### config.mk
export PLATFORM = sky130hd
export DESIGN_NAME = apb_field_regbank
export DESIGN_NICKNAME = d
export VERILOG_FILES = /design/src/rtl/regbank_pkg.sv /design/src/rtl/rb_apb_decode.sv /design/src/rtl/rb_field.sv /design/src/rtl/rb_wstrobe_group.sv /design/src/rtl/apb_field_regbank.sv
export SDC_FILE = /design/constraint.sdc
export NUM_CORES = 1
export LEC_CHECK = 0
export BUFFER_PORTS_ARGS = -buffer_cell sky130_fd_sc_hd__buf_2
export CORE_MARGIN = 2
export CORE_UTILIZATION = 31
export DETAILED_ROUTE_END_ITERATION = 8
export PLACE_DENSITY = 0.77
export SKIP_CTS_REPAIR_TIMING = 1
export SLEW_MARGIN = 20
export SYNTH_ARGS = -nofsm -noshare
export SYNTH_HDL_FRONTEND = slang
export SYNTH_SLANG_ARGS = --single-unit
### constraint.sdc
create_clock -name clk -period 1.01 [get_ports clk]
set_clock_uncertainty 0.2 [all_clocks]
set_input_delay 0.0505 -clock clk [delete_from_list [all_inputs] [get_ports clk]]
set_output_delay 0.0505 -clock clk [all_outputs]
set_load 0.02 [all_outputs]
### src/rtl/regbank_pkg.sv
package regbank_pkg;

   typedef enum logic [3:0] {
      POL_RO,     // constant
      POL_ROV,    // live input
      POL_WO,     // stored, reads constant
      POL_RW,     // stored, reads stored
      POL_PW,     // pass-through write with strobe
      POL_PR,     // pass-through read with strobe
      POL_PRW,    // pass-through both ways
      POL_SC,     // self-clearing pulse
      POL_W1C     // sticky, write one to clear
   } field_pol_e;

   localparam int unsigned BUS_W      = 32;
   localparam int unsigned NUM_REGS   = 4;
   localparam int unsigned NUM_GROUPS = 2;

   localparam int unsigned REG_CTRL   = 0;
   localparam int unsigned REG_STATUS = 1;
   localparam int unsigned REG_DATA   = 2;
   localparam int unsigned REG_ID     = 3;

   localparam int unsigned MODE_LSB = 0;
   localparam int unsigned MODE_W   = 8;
   localparam int unsigned KICK_BIT = 8;
   localparam int unsigned CFG_LSB  = 16;
   localparam int unsigned CFG_W    = 16;
   localparam int unsigned LIVE_LSB = 0;
   localparam int unsigned LIVE_W   = 16;
   localparam int unsigned ERR_LSB  = 16;
   localparam int unsigned NUM_ERR  = 2;

   // group g membership is bits [g*NUM_REGS +: NUM_REGS], bit r = register r
   localparam logic [NUM_GROUPS*NUM_REGS-1:0] GROUP_MEMBERS = {
      4'b0010,   // group 1: STATUS
      4'b0101    // group 0: CTRL, DATA
   };

endpackage

### src/rtl/rb_apb_decode.sv
module rb_apb_decode #(
   parameter int unsigned ADDR_W   = 12,
   parameter int unsigned NUM_REGS = 4,
   parameter int unsigned BUS_W    = 32,
   localparam int unsigned IDX_W    = (NUM_REGS > 1) ? $clog2(NUM_REGS) : 1,
   localparam int unsigned SLOT_LSB = $clog2(BUS_W / 8)
) (
   input  logic                psel,
   input  logic                penable,
   input  logic                pwrite,
   input  logic [ADDR_W-1:0]   paddr,
   output logic [NUM_REGS-1:0] wr_hit,
   output logic [NUM_REGS-1:0] rd_hit,
   output logic [IDX_W-1:0]    rd_idx,
   output logic                rd_ok
);

   if (ADDR_W < SLOT_LSB + IDX_W) begin : g_bad_addr
      $error("rb_apb_decode: ADDR_W too narrow for the register count");
   end

   logic wr_en;
   logic rd_en;
   logic [IDX_W-1:0] slot;
   logic unused_addr;

   assign wr_en  = psel & penable & pwrite;
   assign rd_en  = psel & penable & ~pwrite;
   assign slot   = paddr[SLOT_LSB +: IDX_W];
   assign rd_idx = slot;
   assign unused_addr = ^paddr;

   if ((1 << IDX_W) == NUM_REGS) begin : g_full_map
      assign rd_ok = 1'b1;
   end else begin : g_part_map
      assign rd_ok = ({1'b0, slot} < (IDX_W + 1)'(NUM_REGS));
   end

   for (genvar r = 0; r < NUM_REGS; r++) begin : g_hit
      assign wr_hit[r] = wr_en & (slot == IDX_W'(r));
      assign rd_hit[r] = rd_en & (slot == IDX_W'(r));
   end

endmodule

### src/rtl/rb_field.sv
module rb_field
   import regbank_pkg::*;
#(
   parameter field_pol_e  POLICY = POL_RW,
   parameter int unsigned W      = 1,
   parameter logic [W-1:0] RST   = '0
) (
   input  logic         clk,
   input  logic         rst_n,
   input  logic         wr_hit,
   input  logic         rd_hit,
   input  logic [W-1:0] wslice,
   input  logic [W-1:0] hw_in,
   output logic [W-1:0] q,
   output logic [W-1:0] rview,
   output logic         wstb,
   output logic         rstb
);

   if ((POLICY == POL_SC || POLICY == POL_W1C) && W != 1) begin : g_bad_width
      $error("rb_field: pulse and sticky policies need a one-bit field");
   end

   logic unused_in;
   assign unused_in = ^{clk, rst_n, wr_hit, rd_hit, wslice, hw_in};

   if (POLICY == POL_RW || POLICY == POL_WO) begin : g_store
      logic [W-1:0] store;
      always_ff @(posedge clk or negedge rst_n) begin
         if (!rst_n)      store <= RST;
         else if (wr_hit) store <= wslice;
      end
      assign q     = store;
      assign rview = (POLICY == POL_RW) ? store : RST;
      assign wstb  = 1'b0;
      assign rstb  = 1'b0;
   end else if (POLICY == POL_W1C) begin : g_sticky
      logic [W-1:0] state;
      logic [W-1:0] clr;
      assign clr = wr_hit ? wslice : '0;
      always_ff @(posedge clk or negedge rst_n) begin
         if (!rst_n) state <= RST;
         else        state <= (state & ~clr) | hw_in;
      end
      assign q     = state;
      assign rview = state;
      assign wstb  = 1'b0;
      assign rstb  = 1'b0;
   end else if (POLICY == POL_SC) begin : g_pulse
      assign q     = wslice & {W{wr_hit}};
      assign rview = RST;
      assign wstb  = 1'b0;
      assign rstb  = 1'b0;
   end else if (POLICY == POL_ROV) begin : g_live
      assign q     = '0;
      assign rview = hw_in;
      assign wstb  = 1'b0;
      assign rstb  = 1'b0;
   end else if (POLICY == POL_RO) begin : g_const
      assign q     = '0;
      assign rview = RST;
      assign wstb  = 1'b0;
      assign rstb  = 1'b0;
   end else begin : g_pass
      localparam bit PASS_W = (POLICY == POL_PW) || (POLICY == POL_PRW);
      localparam bit PASS_R = (POLICY == POL_PR) || (POLICY == POL_PRW);
      assign q     = PASS_W ? wslice : '0;
      assign wstb  = PASS_W & wr_hit;
      assign rstb  = PASS_R & rd_hit;
      assign rview = PASS_R ? hw_in : RST;
   end

endmodule

### src/rtl/rb_wstrobe_group.sv
module rb_wstrobe_group #(
   parameter int unsigned NUM_REGS   = 4,
   parameter int unsigned NUM_GROUPS = 2,
   parameter logic [NUM_GROUPS*NUM_REGS-1:0] MEMBERS = '0
) (
   input  logic                  clk,
   input  logic                  rst_n,
   input  logic [NUM_REGS-1:0]   wr_hit,
   output logic [NUM_GROUPS-1:0] wstb
);

   for (genvar g = 0; g < NUM_GROUPS; g++) begin : g_grp
      localparam logic [NUM_REGS-1:0] SEL = MEMBERS[g*NUM_REGS +: NUM_REGS];
      always_ff @(posedge clk or negedge rst_n) begin
         if (!rst_n) wstb[g] <= 1'b0;
         else        wstb[g] <= |(wr_hit & SEL);
      end
   end

endmodule

### src/rtl/apb_field_regbank.sv
module apb_field_regbank
   import regbank_pkg::*;
#(
   parameter int unsigned       ADDR_W   = 12,
   parameter logic [MODE_W-1:0] MODE_RST = 8'h5A,
   parameter logic [CFG_W-1:0]  CFG_RST  = 16'h0000,
   parameter logic [BUS_W-1:0]  ID_VALUE = 32'h1234ABCD
) (
   input  logic                  clk,
   input  logic                  rst_n,
   input  logic                  psel,
   input  logic                  penable,
   input  logic                  pwrite,
   input  logic [ADDR_W-1:0]     paddr,
   input  logic [31:0]           pwdata,
   output logic [31:0]           prdata,
   output logic                  pready,
   output logic                  pslverr,
   output logic [7:0]            ctrl_mode_o,
   output logic                  ctrl_kick_o,
   output logic [15:0]           ctrl_cfg_o,
   input  logic [15:0]           stat_live_i,
   input  logic                  stat_err0_set_i,
   input  logic                  stat_err1_set_i,
   output logic                  stat_err0_o,
   output logic                  stat_err1_o,
   output logic [31:0]           data_wr_o,
   output logic                  data_wen_o,
   output logic                  data_ren_o,
   input  logic [31:0]           data_rd_i,
   output logic [1:0]            grp_wstb_o
);

   localparam int unsigned IDX_W = $clog2(NUM_REGS);

   if (BUS_W != 32) begin : g_bad_bus
      $error("apb_field_regbank: map is laid out for a 32-bit bus");
   end
   if (ADDR_W < 4 || ADDR_W > 32) begin : g_bad_addr
      $error("apb_field_regbank: ADDR_W must be 4 to 32");
   end

   logic [NUM_REGS-1:0] wr_hit;
   logic [NUM_REGS-1:0] rd_hit;
   logic [IDX_W-1:0]    rd_idx;
   logic                rd_ok;

   assign pready  = 1'b1;
   assign pslverr = 1'b0;

   rb_apb_decode #(
      .ADDR_W   (ADDR_W),
      .NUM_REGS (NUM_REGS),
      .BUS_W    (BUS_W)
   ) i_decode (
      .psel    (psel),
      .penable (penable),
      .pwrite  (pwrite),
      .paddr   (paddr),
      .wr_hit  (wr_hit),
      .rd_hit  (rd_hit),
      .rd_idx  (rd_idx),
      .rd_ok   (rd_ok)
   );

   // per-instance strobes that the policy leaves unused
   logic [6:0]        unused_wstb;
   logic [6:0]        unused_rstb;
   logic [LIVE_W-1:0] unused_live_q;
   logic [BUS_W-1:0]  unused_id_q;

   logic [MODE_W-1:0] mode_rv;
   logic              kick_rv;
   logic [CFG_W-1:0]  cfg_rv;
   logic [LIVE_W-1:0] live_rv;
   logic [NUM_ERR-1:0] err_set;
   logic [NUM_ERR-1:0] err_q;
   logic [NUM_ERR-1:0] err_rv;
   logic [BUS_W-1:0]  data_rv;
   logic [BUS_W-1:0]  id_rv;

   // ---------------- CTRL ----------------
   rb_field #(.POLICY(POL_RW), .W(MODE_W), .RST(MODE_RST)) i_mode (
      .clk(clk), .rst_n(rst_n),
      .wr_hit(wr_hit[REG_CTRL]), .rd_hit(rd_hit[REG_CTRL]),
      .wslice(pwdata[MODE_LSB +: MODE_W]), .hw_in('0),
      .q(ctrl_mode_o), .rview(mode_rv),
      .wstb(unused_wstb[0]), .rstb(unused_rstb[0])
   );

   rb_field #(.POLICY(POL_SC), .W(1), .RST(1'b0)) i_kick (
      .clk(clk), .rst_n(rst_n),
      .wr_hit(wr_hit[REG_CTRL]), .rd_hit(rd_hit[REG_CTRL]),
      .wslice(pwdata[KICK_BIT]), .hw_in(1'b0),
      .q(ctrl_kick_o), .rview(kick_rv),
      .wstb(unused_wstb[1]), .rstb(unused_rstb[1])
   );

   rb_field #(.POLICY(POL_WO), .W(CFG_W), .RST(CFG_RST)) i_cfg (
      .clk(clk), .rst_n(rst_n),
      .wr_hit(wr_hit[REG_CTRL]), .rd_hit(rd_hit[REG_CTRL]),
      .wslice(pwdata[CFG_LSB +: CFG_W]), .hw_in('0),
      .q(ctrl_cfg_o), .rview(cfg_rv),
      .wstb(unused_wstb[2]), .rstb(unused_rstb[2])
   );

   // ---------------- STATUS ----------------
   rb_field #(.POLICY(POL_ROV), .W(LIVE_W), .RST('0)) i_live (
      .clk(clk), .rst_n(rst_n),
      .wr_hit(wr_hit[REG_STATUS]), .rd_hit(rd_hit[REG_STATUS]),
      .wslice(pwdata[LIVE_LSB +: LIVE_W]), .hw_in(stat_live_i),
      .q(unused_live_q), .rview(live_rv),
      .wstb(unused_wstb[3]), .rstb(unused_rstb[3])
   );

   assign err_set = {stat_err1_set_i, stat_err0_set_i};

   for (genvar e = 0; e < NUM_ERR; e++) begin : g_err
      rb_field #(.POLICY(POL_W1C), .W(1), .RST(1'b0)) i_err (
         .clk(clk), .rst_n(rst_n),
         .wr_hit(wr_hit[REG_STATUS]), .rd_hit(rd_hit[REG_STATUS]),
         .wslice(pwdata[ERR_LSB + e]), .hw_in(err_set[e]),
         .q(err_q[e]), .rview(err_rv[e]),
         .wstb(unused_wstb[4 + e]), .rstb(unused_rstb[4 + e])
      );
   end

   assign stat_err0_o = err_q[0];
   assign stat_err1_o = err_q[1];

   // ---------------- DATA ----------------
   rb_field #(.POLICY(POL_PRW), .W(BUS_W), .RST('0)) i_data (
      .clk(clk), .rst_n(rst_n),
      .wr_hit(wr_hit[REG_DATA]), .rd_hit(rd_hit[REG_DATA]),
      .wslice(pwdata), .hw_in(data_rd_i),
      .q(data_wr_o), .rview(data_rv),
      .wstb(data_wen_o), .rstb(data_ren_o)
   );

   // ---------------- ID ----------------
   rb_field #(.POLICY(POL_RO), .W(BUS_W), .RST(ID_VALUE)) i_id (
      .clk(clk), .rst_n(rst_n),
      .wr_hit(wr_hit[REG_ID]), .rd_hit(rd_hit[REG_ID]),
      .wslice(pwdata), .hw_in('0),
      .q(unused_id_q), .rview(id_rv),
      .wstb(unused_wstb[6]), .rstb(unused_rstb[6])
   );

   // ---------------- read mux ----------------
   logic [BUS_W-1:0] reg_view [NUM_REGS];

   always_comb begin
      for (int r = 0; r < NUM_REGS; r++) reg_view[r] = '0;
      reg_view[REG_CTRL][MODE_LSB +: MODE_W]   = mode_rv;
      reg_view[REG_CTRL][KICK_BIT]             = kick_rv;
      reg_view[REG_CTRL][CFG_LSB +: CFG_W]     = cfg_rv;
      reg_view[REG_STATUS][LIVE_LSB +: LIVE_W] = live_rv;
      reg_view[REG_STATUS][ERR_LSB +: NUM_ERR] = err_rv;
      reg_view[REG_DATA]                       = data_rv;
      reg_view[REG_ID]                         = id_rv;
   end

   assign prdata = rd_ok ? reg_view[rd_idx] : '0;

   // ---------------- group strobes ----------------
   rb_wstrobe_group #(
      .NUM_REGS   (NUM_REGS),
      .NUM_GROUPS (NUM_GROUPS),
      .MEMBERS    (GROUP_MEMBERS)
   ) i_groups (
      .clk    (clk),
      .rst_n  (rst_n),
      .wr_hit (wr_hit),
      .wstb   (grp_wstb_o)
   );

endmodule

==> out/results.ini <==
[cells_and_area]
area_growth_pct = 132
n_fill_cell = 343
fin_nets = 481
ff_latch_area_um2 = 711
multiInputGateArea_um2 = 1060
design_area_um2 = 4080
layout_commonest_cell = buf_2
drive_gt1_share_pct = 78.2
final_cell_mix = 103 x buf_2, 79 x buf_6, 35 x dlygate4sd3_1, 24 x mux2_4, 21 x buf_4

[setup_path]
worstRegToRegCells = 3
cp_cell_sequence = mux2_2 -> o22a_4 -> buf_6
critPathLaunchType = register
cp.required_ns = 0.76
slowest_delay_ns = 0.43
rr_endpoint = i_mode.q[0]$_DFFE_PN0P_
path_max_fanout = 2
rr_startpoint = i_mode.q[0]$_DFFE_PN0P_
arrival_ns = 1.29
critPathKind = register to primary output
cpMaxStageDelayCell = dfrtp_2
crit_path_end_kind = primary output
rrSetupSlack_ns = -0.23

[global_routing]
antenna_found_initial = 1
grt_pass1_vias = 1606
grt_pass1_wl_um = 7690
grt_use_total_pct = 15.7
grt_max_degree = 17
overflow = 0

[cts]
clk_pin_slew_ns = 0.10
cts_sinks = 28
clockBufferDepth = 2
clk_latency_ns = 0.27
cts_tree = yes
cts_buffers = 3
cts-root-buf = clkbuf_8
htree_levels = 1

[power_and_ir_drop]
total_power_mw = 4.93
power.switching_mw = 1.69
powerDensity_nw_per_um2 = 1210
ir_drop_mv = 0.922
p_leak_nw = 2.03
swShare_pct = 34.4
p_int_mw = 3.24
power_frac_seq_pct = 31.8
combinationalPowerShare_pct = 55.2
p_clk_share_pct = 13.0

[logic_synthesis]
async_reset_ff_share_pct = 100
synth-compound-area-share_pct = 10.1
synth_top_family_by_area = multiplexers
synth_ff_type = dfrtp_1
synthAdderAreaFrac_pct = 0
synth_fp_nets = 267
synth_edf_count = 0
yosys-top-cells-area = dfrtp_1 34%, mux2_2 17%, buf_4 14%
synth_top_area_cell = dfrtp_1
yosys_warnings = 0
syn_area_um2 = 1760
syn_avg_cell_area_um2 = 10.5
synth_cell_types = 26
muxShareOfSynthArea_pct = 20.2
netlist.area_leader.share_pct = 34.1
synth_seq_cells = 28
synthSimpleGateAreaFrac_pct = 10.9
synthCells = 168
yosysSeqAreaShare_pct = 40.0
synthXorXnorAreaFrac_pct = 0

[sta]
rsz0062_at_grt = yes
slew_violations = 0
fin_ws_ns = -0.531
min_period_ns = 1.54
hold_slack_ns = -0.0709
timing.fmax_mhz = 649
fin_crit_sh_pct = 153
setup_viol_count_final = 81
hold_violations = 2

[min_path]
holdPathStages = 4
min_path_type = primary input to register
min-delay-start = pwrite
hold_end = i_groups.wstb[0]$_DFF_PN0_

[drt]
first_pass_iters = 4
avgViaCountPerCell = 4.73
drt-total-wl_um = 8070
drt_iter0_markers = 79
post-route-drc-count = 0
wl_per_cell_um = 17.8
drtAntennaViolNets = 0
vias = 2148

[placed_design]
dp_slack_ns = -0.387
gp_congestion = 0.692
placed_cell_area_um2 = 2660
dp_hpwl_um = 4580
port_buffers = 169

[floorplanning]
io-pin-count = 196
die_width_um = 79.4
coreArea_um2 = 5510
rows = 27
die_y_um = 79.4
dieArea_um2 = 6310
start_util_pct = 32.0

[flow_run]
maxCapViolCount = 0

[run_status]
status = finished, violations left
violations = hold timing, setup timing

## layer usage
layer / up-vias / GRT usage, % / wire length [um]
met5: - / 0 / 0
met2: 129 / 29.8 / 4600
met1: 1045 / 17.5 / 2700
met3: 10 / 3.28 / 629
li1: 964 / - / -
met4: 0 / 4.31 / 136
## registers in the layout, indices dropped and copies added, names as in the netlist
name / cells
i_mode.q: 8
i_cfg.q: 16
i_groups.wstb: 2
g_err.i_err.q: 2
## power groups by stage
stage | sequential (mW) | clock [mW] | combinational [mW]
after floorplan | 1.81 | 0 | 0.795
after global placement | 1.52 | 0 | 1.68
after detailed placement | 1.53 | 0 | 1.71
after CTS | 1.51 | 0.660 | 1.71
after global routing | 1.59 | 0.713 | 2.85
final | 1.57 | 0.640 | 2.72
## worst max-delay path by stage
| stage | startpoint | end | slack, ns |
|---|---|---|---|
| 2_1_floorplan | paddr[3] | i_cfg.q[11]$_DFFE_PN0P_ | -0.29 |
| 3_3_place_gp | paddr[3] | i_mode.q[0]$_DFFE_PN0P_ | -0.32 |
| 3_5_place_dp | paddr[3] | i_mode.q[0]$_DFFE_PN0P_ | -0.39 |
| 4_1_cts | i_mode.q[7]$_DFFE_PN0P_ | prdata[7] | -0.54 |
| 5_1_grt | i_mode.q[3]$_DFFE_PN1P_ | prdata[3] | -0.56 |
| 6_report | i_mode.q[2]$_DFFE_PN0P_ | prdata[2] | -0.53 |
## stage by stage
| stage | utilization (%) | TNS, ns | instances |
|---|---|---|---|
| 2_1_floorplan | - | -7.32 | 168 |
| 3_3_place_gp | 48.3 | -14.90 | 386 |
| 3_5_place_dp | 48.3 | -16.75 | 386 |
| 4_1_cts | 49.1 | -14.71 | 390 |
| 5_1_grt | 74.2 | -13.59 | 454 |
| 6_report | 74.2 | -11.57 | 454 |
## cells in the mapped netlist (3+ instances only)
cell and number:
nor2_1 15, mux2_2 27, dfstp_2 4, a21oi_1 5, and2_1 10, buf_2 4
buf_4 34, o21ai_0 3, o21a_1 5, a22o_1 5, nand2_1 4, mux2i_1 3
buf_6 3, dfrtp_1 24, o22a_1 5
## area by class of cell
| cell class | instances | share of cell area, % |
|---|---|---|
| Timing Repair Buffer | 251 | 53.1 |
| Clock buffer | 4 | 1.10 |
| Sequential cell | 28 | 17.4 |
| Multi-Input combinational cell | 96 | 25.9 |
| Tap cell | 72 | 2.21 |
| Inverter | 2 | 0.184 |
| Antenna cell | 1 | 0.0613 |
## kinds of logic after synthesis
family | Yosys count
AO/OA/AOI/OAI | 25
flip-flops | 28
buffers and inverters | 45
other | 2
AND/OR/NAND/NOR | 36
multiplexers | 32
## worst max-delay path: cells and delay by family (launching register included)
kind            cells  cell delay [ns]
flops               1             0.43
mux                 1             0.27
compound gates      1             0.19
buf+inv             1             0.13
Note: power is estimated with default switching activity, not from simulation.
